--- src/rtl/rate_match_pkg.sv ---
package rate_match_pkg;

  typedef enum logic [2:0] {
    ST_IDLE,
    ST_LOAD,
    ST_CEIL,
    ST_FLOOR,
    ST_EVAL
  } srch_state_t;

endpackage

--- src/rtl/rate_table.sv ---
module rate_table #(
  parameter int MAX_LEVELS = 32,
  parameter int RATE_W     = 32,
  parameter int IDX_W      = $clog2(MAX_LEVELS)
) (
  input  logic              clk,
  input  logic              rst_n,
  input  logic              wr_en,
  input  logic [IDX_W-1:0]  wr_idx,
  input  logic [RATE_W-1:0] wr_rate,
  input  logic [IDX_W-1:0]  rd_idx,
  output logic [RATE_W-1:0] rd_rate
);

  logic [RATE_W-1:0] ent_q [MAX_LEVELS];

  for (genvar g = 0; g < MAX_LEVELS; g++) begin : g_ent
    logic hit;
    assign hit = wr_en && (wr_idx == IDX_W'(g));
    always_ff @(posedge clk or negedge rst_n) begin
      if (!rst_n)   ent_q[g] <= '0;
      else if (hit) ent_q[g] <= wr_rate;
    end
  end

  assign rd_rate = ent_q[rd_idx];

endmodule

--- src/rtl/rate_divider.sv ---
module rate_divider #(
  parameter int W  = 33,
  parameter int CW = $clog2(W + 1)
) (
  input  logic         clk,
  input  logic         rst_n,
  input  logic         go,
  input  logic [W-1:0] num,
  input  logic [W-1:0] den,
  output logic         fin,
  output logic [W-1:0] quo
);

  logic [W-1:0]  rem_q, rem_d, quo_q, quo_d, den_q, den_d, num_q, num_d;
  logic [CW-1:0] cnt_q, cnt_d;
  logic          run_q, run_d, fin_q, fin_d;
  logic [W:0]    shifted, diff;
  logic          take;

  assign shifted = {rem_q, quo_q[W-1]};
  assign diff    = shifted - {1'b0, den_q};
  assign take    = shifted >= {1'b0, den_q};

  always_comb begin
    rem_d = rem_q;
    quo_d = quo_q;
    den_d = den_q;
    num_d = num_q;
    cnt_d = cnt_q;
    run_d = run_q;
    fin_d = 1'b0;
    if (go) begin
      rem_d = '0;
      quo_d = num;
      den_d = den;
      num_d = num;
      cnt_d = CW'(W);
      run_d = 1'b1;
    end else if (run_q) begin
      rem_d = take ? diff[W-1:0] : shifted[W-1:0];
      quo_d = {quo_q[W-2:0], take};
      cnt_d = cnt_q - CW'(1);
      if (cnt_q == CW'(1)) begin
        run_d = 1'b0;
        fin_d = 1'b1;
      end
    end
  end

  always_ff @(posedge clk or negedge rst_n) begin
    if (!rst_n) begin
      rem_q <= '0;
      quo_q <= '0;
      den_q <= '0;
      num_q <= '0;
      cnt_q <= '0;
      run_q <= 1'b0;
      fin_q <= 1'b0;
    end else begin
      rem_q <= rem_d;
      quo_q <= quo_d;
      den_q <= den_d;
      num_q <= num_d;
      cnt_q <= cnt_d;
      run_q <= run_d;
      fin_q <= fin_d;
    end
  end

  assign fin = fin_q;
  assign quo = quo_q;

  AST_DIV_RESULT: assert property (@(posedge clk) disable iff (!rst_n)
    (fin_q && den_q != '0) |->
      (({{W{1'b0}}, quo_q} * {{W{1'b0}}, den_q}) <= {{W{1'b0}}, num_q}) &&
      ((({{W{1'b0}}, quo_q} * {{W{1'b0}}, den_q}) + {{W{1'b0}}, den_q}) > {{W{1'b0}}, num_q}));

endmodule

--- src/rtl/rate_search_ctrl.sv ---
module rate_search_ctrl
  import rate_match_pkg::*;
#(
  parameter int RATE_W     = 32,
  parameter int MAX_LEVELS = 32,
  parameter int IDX_W      = $clog2(MAX_LEVELS),
  parameter int CNT_W      = $clog2(MAX_LEVELS + 1)
) (
  input  logic              clk,
  input  logic              rst_n,
  input  logic              start,
  input  logic [RATE_W-1:0] req_rate,
  input  logic              exact_only,
  input  logic [CNT_W-1:0]  tbl_len,
  output logic [IDX_W-1:0]  rd_idx,
  input  logic [RATE_W-1:0] rd_rate,
  output logic              div_go,
  output logic [RATE_W:0]   div_num,
  output logic [RATE_W:0]   div_den,
  input  logic              div_fin,
  input  logic [RATE_W:0]   div_quo,
  output logic              busy,
  output logic              done,
  output logic              ok,
  output logic [IDX_W-1:0]  sel_idx,
  output logic [RATE_W-1:0] sel_rate
);

  localparam int DW = RATE_W + 1;

  srch_state_t       st_q, st_d;
  logic [IDX_W-1:0]  idx_q, idx_d, bidx_q, bidx_d, sidx_q, sidx_d;
  logic [CNT_W-1:0]  len_q, len_d, len_eff;
  logic [RATE_W-1:0] req_q, req_d, delta_q, delta_d;
  logic [RATE_W-1:0] brate_q, brate_d, srate_q, srate_d;
  logic [DW-1:0]     best_q, best_d;
  logic              exact_q, exact_d, done_q, done_d, ok_q, ok_d;
  logic              is_last, better;

  assign len_eff = (tbl_len > CNT_W'(MAX_LEVELS)) ? CNT_W'(MAX_LEVELS) : tbl_len;
  assign is_last = (CNT_W'(idx_q) + CNT_W'(1)) == len_q;
  assign better  = {1'b0, delta_q} < best_q;
  assign rd_idx  = idx_q;

  always_comb begin
    st_d    = st_q;
    idx_d   = idx_q;
    len_d   = len_q;
    req_d   = req_q;
    exact_d = exact_q;
    delta_d = delta_q;
    best_d  = best_q;
    bidx_d  = bidx_q;
    brate_d = brate_q;
    ok_d    = ok_q;
    sidx_d  = sidx_q;
    srate_d = srate_q;
    done_d  = 1'b0;
    div_go  = 1'b0;
    div_num = '0;
    div_den = '0;
    unique case (st_q)
      ST_IDLE: begin
        if (start) begin
          if (len_eff == '0 || req_rate == '0) begin
            done_d  = 1'b1;
            ok_d    = 1'b0;
            sidx_d  = '0;
            srate_d = '0;
          end else begin
            st_d    = ST_LOAD;
            idx_d   = '0;
            len_d   = len_eff;
            req_d   = req_rate;
            exact_d = exact_only;
            best_d  = '1;
            bidx_d  = '0;
            brate_d = '0;
          end
        end
      end
      ST_LOAD: begin
        div_go  = 1'b1;
        div_num = {1'b0, rd_rate} + {1'b0, req_q} - DW'(1);
        div_den = {1'b0, req_q};
        st_d    = ST_CEIL;
      end
      ST_CEIL: begin
        if (div_fin) begin
          if (div_quo == '0) begin
            delta_d = req_q;
            st_d    = ST_EVAL;
          end else begin
            div_go  = 1'b1;
            div_num = {1'b0, rd_rate};
            div_den = div_quo;
            st_d    = ST_FLOOR;
          end
        end
      end
      ST_FLOOR: begin
        if (div_fin) begin
          delta_d = req_q - RATE_W'(div_quo);
          st_d    = ST_EVAL;
        end
      end
      ST_EVAL: begin
        if (better) begin
          best_d  = {1'b0, delta_q};
          bidx_d  = idx_q;
          brate_d = rd_rate;
        end
        if (delta_q == '0) begin
          done_d  = 1'b1;
          ok_d    = 1'b1;
          sidx_d  = idx_q;
          srate_d = rd_rate;
          st_d    = ST_IDLE;
        end else if (is_last) begin
          done_d = 1'b1;
          st_d   = ST_IDLE;
          if (exact_q) begin
            ok_d    = 1'b0;
            sidx_d  = '0;
            srate_d = '0;
          end else begin
            ok_d    = 1'b1;
            sidx_d  = better ? idx_q : bidx_q;
            srate_d = better ? rd_rate : brate_q;
          end
        end else begin
          idx_d = idx_q + IDX_W'(1);
          st_d  = ST_LOAD;
        end
      end
      default: st_d = ST_IDLE;
    endcase
  end

  always_ff @(posedge clk or negedge rst_n) begin
    if (!rst_n) begin
      st_q    <= ST_IDLE;
      idx_q   <= '0;
      len_q   <= '0;
      req_q   <= '0;
      exact_q <= 1'b0;
      delta_q <= '0;
      best_q  <= '0;
      bidx_q  <= '0;
      brate_q <= '0;
      done_q  <= 1'b0;
      ok_q    <= 1'b0;
      sidx_q  <= '0;
      srate_q <= '0;
    end else begin
      st_q    <= st_d;
      idx_q   <= idx_d;
      len_q   <= len_d;
      req_q   <= req_d;
      exact_q <= exact_d;
      delta_q <= delta_d;
      best_q  <= best_d;
      bidx_q  <= bidx_d;
      brate_q <= brate_d;
      done_q  <= done_d;
      ok_q    <= ok_d;
      sidx_q  <= sidx_d;
      srate_q <= srate_d;
    end
  end

  assign busy     = (st_q != ST_IDLE);
  assign done     = done_q;
  assign ok       = ok_q;
  assign sel_idx  = sidx_q;
  assign sel_rate = srate_q;

  AST_DONE_PULSE: assert property (@(posedge clk) disable iff (!rst_n)
    done_q |=> !done_q);
  AST_DONE_IDLE: assert property (@(posedge clk) disable iff (!rst_n)
    done_q |-> !busy);
  AST_REJECT: assert property (@(posedge clk) disable iff (!rst_n)
    (st_q == ST_IDLE && start && (len_eff == '0 || req_rate == '0)) |=> (done_q && !ok_q));
  AST_BUSY_IGNORE: assert property (@(posedge clk) disable iff (!rst_n)
    (st_q != ST_IDLE && start) |=> $stable(req_q));
  AST_EXACT_ONLY: assert property (@(posedge clk) disable iff (!rst_n)
    (done_q && ok_q && exact_q) |-> (delta_q == '0));
  AST_DELTA_BOUND: assert property (@(posedge clk) disable iff (!rst_n)
    (st_q == ST_EVAL) |-> (delta_q <= req_q));
  AST_BEST_SHRINK: assert property (@(posedge clk) disable iff (!rst_n)
    (st_q == ST_EVAL && !is_last && delta_q != '0) |=> (best_q <= $past(best_q)));

endmodule

--- src/rtl/clk_rate_matcher.sv ---
module clk_rate_matcher #(
  parameter int RATE_W     = 32,
  parameter int MAX_LEVELS = 32,
  parameter int IDX_W      = $clog2(MAX_LEVELS),
  parameter int CNT_W      = $clog2(MAX_LEVELS + 1)
) (
  input  logic              clk,
  input  logic              rst_n,
  input  logic              tbl_wr_en,
  input  logic [IDX_W-1:0]  tbl_wr_idx,
  input  logic [RATE_W-1:0] tbl_wr_rate,
  input  logic [CNT_W-1:0]  tbl_len,
  input  logic              start,
  input  logic [RATE_W-1:0] req_rate,
  input  logic              exact_only,
  output logic              busy,
  output logic              done,
  output logic              ok,
  output logic [IDX_W-1:0]  sel_idx,
  output logic [RATE_W-1:0] sel_rate
);

  localparam int DW = RATE_W + 1;

  logic [1:0]        rst_sync_q;
  logic              rst_int_n;
  logic [IDX_W-1:0]  rd_idx;
  logic [RATE_W-1:0] rd_rate;
  logic              div_go, div_fin;
  logic [DW-1:0]     div_num, div_den, div_quo;

  always_ff @(posedge clk or negedge rst_n) begin
    if (!rst_n) rst_sync_q <= 2'b00;
    else        rst_sync_q <= {rst_sync_q[0], 1'b1};
  end
  assign rst_int_n = rst_sync_q[1];

  rate_table #(.MAX_LEVELS(MAX_LEVELS), .RATE_W(RATE_W), .IDX_W(IDX_W)) u_table (
    .clk     (clk),
    .rst_n   (rst_int_n),
    .wr_en   (tbl_wr_en),
    .wr_idx  (tbl_wr_idx),
    .wr_rate (tbl_wr_rate),
    .rd_idx  (rd_idx),
    .rd_rate (rd_rate)
  );

  rate_divider #(.W(DW)) u_div (
    .clk   (clk),
    .rst_n (rst_int_n),
    .go    (div_go),
    .num   (div_num),
    .den   (div_den),
    .fin   (div_fin),
    .quo   (div_quo)
  );

  rate_search_ctrl #(
    .RATE_W(RATE_W), .MAX_LEVELS(MAX_LEVELS), .IDX_W(IDX_W), .CNT_W(CNT_W)
  ) u_ctrl (
    .clk        (clk),
    .rst_n      (rst_int_n),
    .start      (start),
    .req_rate   (req_rate),
    .exact_only (exact_only),
    .tbl_len    (tbl_len),
    .rd_idx     (rd_idx),
    .rd_rate    (rd_rate),
    .div_go     (div_go),
    .div_num    (div_num),
    .div_den    (div_den),
    .div_fin    (div_fin),
    .div_quo    (div_quo),
    .busy       (busy),
    .done       (done),
    .ok         (ok),
    .sel_idx    (sel_idx),
    .sel_rate   (sel_rate)
  );

endmodule

--- config.mk ---
export PLATFORM = sky130hd
export DESIGN_NAME = clk_rate_matcher
export DESIGN_NICKNAME = d
export VERILOG_FILES = /design/src/rtl/rate_match_pkg.sv /design/src/rtl/rate_table.sv /design/src/rtl/rate_divider.sv /design/src/rtl/rate_search_ctrl.sv /design/src/rtl/clk_rate_matcher.sv
export SDC_FILE = /design/constraint.sdc
export NUM_CORES = 2
export LEC_CHECK = 0
export BUFFER_PORTS_ARGS = -buffer_cell sky130_fd_sc_hd__buf_2
export CAP_MARGIN = 20
export CELL_PAD_IN_SITES_DETAIL_PLACEMENT = 1
export CELL_PAD_IN_SITES_GLOBAL_PLACEMENT = 1
export CORE_UTILIZATION = 35
export DETAILED_ROUTE_END_ITERATION = 10
export PLACE_DENSITY = 0.6
export RECOVER_POWER = 50
export SLEW_MARGIN = 20
export SYNTH_ARGS = -nofsm -noshare
export SYNTH_HDL_FRONTEND = slang
export SYNTH_SLANG_ARGS = --single-unit
--- constraint.sdc ---
create_clock -name clk -period 55 [get_ports clk]
set_input_delay 8.25 -clock clk [delete_from_list [all_inputs] [get_ports clk]]
set_output_delay 8.25 -clock clk [all_outputs]
set_load 0.05 [all_outputs]
Word level (Yosys, flattened, before mapping)
Index checks and enable logic that the tools add are counted.
{ "totals": {"ram_bits": 0, "latch_bits": 0, "reg_bits": 1321, "mem_bits_ro": 0, "n_memories": 0} }
{ "op_classes": {"mux": 76, "n_div": 0, "reduce_logical": 50, "eq_ne": 47, "n_lt_le_gt_ge": 4, "shifts": 0, "bitwise_logic": 2, "multipliers": 0, "addsub": 7} }
{ "op_table": {"columns": ["op", "n"], "rows": [
  ["32-bit 2-to-1 mux", 14],
  ["33-bit 2-to-1 mux", 11],
  ["33-bit case mux with 2 select lines", 3],
  ["32-bit case mux with 2 select lines", 3],
  ["32-bit binary-select mux with 5-bit select", 1],
  ["5-bit == test (second input constant)", 16],
  ["32-bit zero test", 2],
  ["5-bit 2-to-1 mux", 10],
  ["5-bit by 4-bit == test with 1-bit output (second input constant)", 8],
  ["34-bit by 33-bit greater-or-equal comparator with 1-bit output", 1],
  ["32-bit by 32-bit adder with 33-bit output", 1],
  ["33-bit zero test", 1],
  ["32-bit by 33-bit less-than comparator with 1-bit output", 1],
  ["33-bit by 1-bit subtractor with 33-bit output (second input constant)", 1],
  ["33-bit subtractor", 1],
  ["1-bit logical AND", 32],
  ["32-bit subtractor", 1],
  ["5-bit case mux with 2 select lines", 3],
  ["5-bit by 3-bit == test with 1-bit output (second input constant)", 4],
  ["1-bit 2-to-1 mux", 18],
  ["3-bit 2-to-1 mux", 6],
  ["6-bit 2-to-1 mux", 3],
  ["4-bit AND reduction", 4],
  ["3-bit case mux with 5 select lines", 1],
  ["other kinds (26)", 40]
]} }

Logic depth before layout (Yosys ltp)
{ "logic_depth": {"word_depth": 9, "depth_mapped": 22} }

By module
From an unflattened synthesis, not the netlist that was laid out.
{ "unflattened": {"hier_cells": 5945, "hier_area_um2": 67542.3} }
{ "modules_own_cells": {"columns": ["mod", "seq_area_each_um2", "cells_each", "instances", "area_each_um2"], "rows": [
  ["rate_table", 25624.6, 3452, 1, 47045.1],
  ["rate_search_ctrl", 4704.5, 1715, 1, 13608.1],
  ["rate_divider", 2677.6, 775, 1, 6835.3],
  ["clk_rate_matcher", 50.0, 3, 1, 53.8]
]} }

Least setup slack after synthesis
OpenSTA, ideal clock, no wires.
{ "synth_timing": {"path_kind": "input to register", "start": "input port tbl_len[2]", "end": "register u_ctrl.srate_q[25] (netlist: u_ctrl.sel_rate[25])", "setup_time_ns": 0.136, "stages": 7, "arrival_time_ns": 10.082, "path_slack_ns": 44.782, "required_time_ns": 54.864, "cell_sequence": "or4_1 -> o32ai_1 -> a22oi_1 -> buf_2 -> buf_1 -> nand2_1 -> o21ai_0"} }
{ "synth_between": {"elab_chain_cells": 6} }
{ "synth_lines": {"columns": ["element", "line_no", "source"], "rows": [
  ["start, declared", "clk_rate_matcher.sv:12", "input logic [CNT_W-1:0] tbl_len,"],
  ["6-bit > comparator", "rate_search_ctrl.sv:40", "assign len_eff = (tbl_len > CNT_W'(MAX_LEVELS)) ? CNT_W'(MAX_LEVELS) : tbl_len;"],
  ["6-bit 2-to-1 mux *", "rate_search_ctrl.sv:40", null],
  ["6-bit zero test *", "rate_search_ctrl.sv:65", "if (len_eff == '0 || req_rate == '0) begin"],
  ["1-bit logical OR *", "rate_search_ctrl.sv:65", null],
  ["2-bit by 1-bit != test with 1-bit output (no line) *", null, null],
  ["4-bit AND reduction (no line) *", null, null],
  ["end signal, assigned", "rate_search_ctrl.sv:168", "srate_q <= srate_d;"],
  ["end, declared", "rate_search_ctrl.sv:35", "logic [RATE_W-1:0] brate_q, brate_d, srate_q, srate_d;"]
]} }
Mark *: on every way between the ends. The rest lies on a longest branch, timed or not.
A chain may end at the register's enable or synchronous reset.

==> run summary <==
The congestion estimate from routability-driven global placement came to 0.820. The first detailed-routing pass took 7 iterations. In this run the tightest slew margin relative to its limit is -486%. The detail route stage leaves a number of antenna-violating nets equal to 0. During placement, the flow inserted port buffers numbering 119. The main combinational cell family by area after synthesis was multiplexers.

The average routed wire per standard cell is 25.6 µm, and the maximum clock insertion buffer count is 3. Post-CTS timing repair inserted 0 buffers for setup. After clock tree synthesis, the repair step resized 0 gates.

STA puts the critical path data required time at 53.73 ns. TritonCTS built the clock tree. The number of nets in the layout is 5181, and the aggregate negative setup slack is 0 ns.

The post-synth net total was 5195. For this run, asynchronously set or reset flops after synthesis account for 100%. The starting density of the core is 35.3%.

The compound-gate portion of the synthesized area was 7.18%. The kind of launch point of the worst setup path is a register. Standard cell with the maximum stage delay on the critical path: clkbuf_1. Power spread over the standard cell area amounts to 51.0 mW/mm².

IR analysis of the VDD net gives a maximum drop of 33.2 µV. The tools report the summed instance area of the synthesized netlist as 0.0655 mm². The top cell type by area accounts for 50.5% of the synthesized area. After legalization and detailed placement, the total HPWL measured 121000 µm. For this block, the via count after detailed routing is 40800.

The area share of fa/ha/maj cells after synthesis was 3.17%. For the distinct cell type count after synthesis, the log shows 94. Summing the sequential cell areas from Yosys gives 50.5% of the chip area. Cells with a size suffix above 1 make up 37.6% of the layout. The die covers 0.189 mm². The worst-skew pair later-pin latency is 0.80 ns.

Setup violations remaining at the end of the flow were counted as 0. Summing the areas of all and, or, nand and nor instances in the mapped netlist gives 4.42% of the synthesized area. For the register area, the log shows 0.0331 mm².

The post-route worst setup slack is 35.69 ns, and the die outline width is 435 µm. Fill cells in the final layout number 19200. After floorplanning, the core was sized to cover 0.186 mm². The tools report the yosys synthesis warning count as 0.

The critical path capture point type is an async pin. For the arrival time of data at the critical path endpoint, the log shows 18.04 ns. At the placement stage, the worst setup path has a slack of 43.68 ns.

After synthesis, the most frequently instantiated cells are dfrtp_1, mux2_2, mux4_2. The largest single stage delay on the critical path is 6.64 ns. The tool flagged a number of max-cap violations equal to 19. The top flip-flop cell by instance count after synthesis was dfrtp_1. Cell family with the largest share of critical-path delay: buffers and inverters. For this run, the total global-route usage over all layers was measured as 21.0%. The internal power of the cells totals 0.00240 W.

The flow ran to the end, but the final reports show violations. For the number of global-route vias before repair, the log shows 44500. The path class of the tightest hold or removal check is reg -> reg.

Most instantiated library cell after synthesis: dfrtp_1. The number of antenna violations at the first check in global routing is 15. The clock sink total is 1321.

For the post-cts hold buffer count, the log shows 0. The clock slew at the register clock pins of the worst setup and hold paths is 0.06 ns, and the leakage power is 32.3 nW. The H-tree was split into 4 levels.

The master cell of the clock root buffer was clkbuf_16. Summed over all instances, the cell type with the most area after synthesis is dfrtp_1. After synthesis, the share of cell area in mux cells is 30.0%.

Max-slew violation count: 1493. The logs give 36.5% for the share of total power in sequential cells and 174 for the pin count of the biggest net entering global routing. The run gives 36.6% as the fraction of power consumed by combinational cells. The floorplan has 158 rows. The checks that failed: max-capacitance violations, max-slew violations. The first global-routing pass estimated 297000 µm of wire.

The critical path goes through clkbuf_1 -> clkbuf_1 -> clkbuf_1. Counting both buffers and inverters, the worst setup path holds a total of 3. The hold violation total from the final report is 0. The y dimension of the die came out at 435 µm.

The library cell appearing most often on the critical path was clkbuf_1. In this run the mean area of a mapped cell was 13.2 µm². The highest attainable clock frequency came out at 0.0518 GHz.

In this run the worst path has a maximum fanout of 173. On the final layout, the worst hold slack is 0.353 ns. Per report_power, the clock group accounts for 26.9% of the total. Setup repair after global routing left no endpoint under its margin. After detailed routing, the number of vias per cell comes to 5.42. Subtracting the final worst setup slack from the clock period gives 19.31 ns. Compared with the post-synthesis result, the final layout area differs by 12.1%.

The detailed router finished its first iteration with 2192 violations. On the final layout, the worst clock skew is 0.0389 ns. The gate count of the mapped netlist came out at 4951. The logs give 120 for the count of pins on the block boundary and 193000 µm for the total length of routed wires.

The critical path class is reg -> async. Fraction of synthesized cell area in xor and xnor cells: 1.16%. The tools report the residual overflow from global routing as 0. In the finished design, the share of the clock period the worst path needs comes to 35.1%.

For this design the total switching power over the nets is 0.00134 W. Of the total power, the share spent switching nets is 35.8%. For this run, design rule violations remaining after detail routing come to 0. After synthesis, the cell types taking the most area are dfrtp_1, mux2_2, mux4_2, ha_1, a21oi_1. The synthesized design contains 1321 register bits.

Counting flops with a built-in enable in the synthesized netlist gives 0. The total clock buffers created by CTS was 150. For the pin with the worst max-slew slack, the measured transition is 8.80 ns.

For the multi-input logic area, the log shows 0.0303 mm².
-- metal layers --
layer,GRT usage (%),share of wire [%],routed length (µm),vias up
li1,-,-,-,18000
met1,27.6,44,85100,22000
met2,36.0,50,97200,549
met3,2.70,2.7,5200,262
met4,6.10,2.8,5460,4
met5,0,0.014,27,-
-- cell usage in the layout, fill, tap and decap left out, types with 9 or more instances in the layout --
cell / Yosys / layout
nand3_1: 29 / 29
buf_2: 43 / 119
nand2_1: 218 / 205
clkbuf_16: 0 / 151
o21bai_1: 12 / 12
buf_4: 2 / 74
nor2b_1: 25 / 23
o221ai_1: 21 / 21
clkbuf_1: 271 / 49
mux2i_2: 27 / 27
a211oi_1: 21 / 24
a21oi_1: 212 / 212
nor2_4: 0 / 13
xnor2_1: 51 / 51
nor4_1: 30 / 28
o21ai_0: 176 / 176
mux2i_1: 45 / 45
and3_1: 13 / 13
o211ai_1: 10 / 10
a21o_1: 62 / 62
nor2_1: 194 / 181
ha_1: 161 / 161
o21ai_1: 41 / 41
o2bb2ai_1: 29 / 29
a22o_1: 9 / 9
a22oi_1: 33 / 32
nand2_2: 0 / 13
o21a_1: 11 / 11
nand2b_1: 24 / 23
inv_1: 223 / 222
mux4_2: 320 / 320
dfrtp_1: 1321 / 1316
xor2_1: 36 / 36
mux2_2: 1029 / 1029
clkinv_2: 0 / 27
nand4_1: 18 / 18
nor3_1: 34 / 29
clkbuf_8: 0 / 34
-- final timing paths --
check	startpoint	to	slack [ns]	cells after the start
max in group clk	u_ctrl.st_q[0]	busy	44.53	3
setup / recovery	rst_sync_q[1]	u_table.ent_q[196]	35.69	3
setup reg to reg	rst_sync_q[1]	u_table.ent_q[196]	35.69	3
hold / removal	rst_sync_q[0]	rst_sync_q[1]	0.35	0
hold reg to reg	rst_sync_q[0]	rst_sync_q[1]	0.35	0
min in group asynchronous	rst_sync_q[1]	u_ctrl.done	1.02	0
-- kinds of logic after synthesis --
| group | after synthesis |
|---|---|
| multiplexers | 1422 |
| flip-flops | 1321 |
| adder cells (fa/ha/maj) | 164 |
| buffers and inverters | 601 |
| AO/OA/AOI/OAI | 725 |
| XOR/XNOR | 87 |
| AND/OR/NAND/NOR | 630 |
| other | 1 |
-- power by group through the flow --
stage | combinational [W] | sequential (W) | clock [W]
6_report | 0.00137 | 0.00137 | 0.00101
5_1_grt | 0.00153 | 0.00140 | 0.00107
4_1_cts | 0.00139 | 0.00136 | 0.00104
3_5_place_dp | 0.00138 | 0.00138 | 0
3_3_place_gp | 0.00136 | 0.00137 | 0
2_1_floorplan | 0.00106 | 0.00134 | 0
-- metrics by stage --
stage / instances / utilization, % / power, W / instance area (µm²)
floorplan: 4951 / - / 0.00240 / 65500
global placement: 7265 / 37.0 / 0.00273 / 68600
detailed placement: 7265 / 37.0 / 0.00276 / 68600
CTS: 7528 / 39.6 / 0.00379 / 73600
global route: 7532 / 39.6 / 0.00400 / 73400
finish: 7534 / 39.6 / 0.00374 / 73500
-- registers in the layout, indices dropped and copies added, names as in the netlist --
name,cells
u_ctrl.sel_rate,32
u_div.rem_q,33
u_ctrl.req_q,32
u_ctrl.delta_q,32
u_ctrl.ok,1
rst_sync_q,2
u_ctrl.best_q,33
u_ctrl.sel_idx,5
u_div.cnt_q,6
u_div.run_q,1
u_div.den_q,33
u_ctrl.exact_q,1
u_ctrl.bidx_q,5
u_table.ent_q,1024
u_ctrl.len_q,6
u_ctrl.brate_q,32
u_ctrl.rd_idx,5
u_div.fin,1
u_div.quo,33
u_ctrl.done,1
u_ctrl.st_q,3
-- cell type report --
| type | count | area share, % |
|---|---|---|
| Sequential cell | 1321 | 45.0 |
| Multi-Input combinational cell | 3029 | 41.2 |
| Clock buffer | 215 | 5.93 |
| Tap cell | 2480 | 4.22 |
| Timing Repair Buffer | 212 | 1.66 |
| Inverter | 223 | 1.15 |
| Clock inverter | 48 | 0.765 |
| Antenna cell | 6 | 0.0204 |
Note: power is estimated with default switching activity, not from simulation.
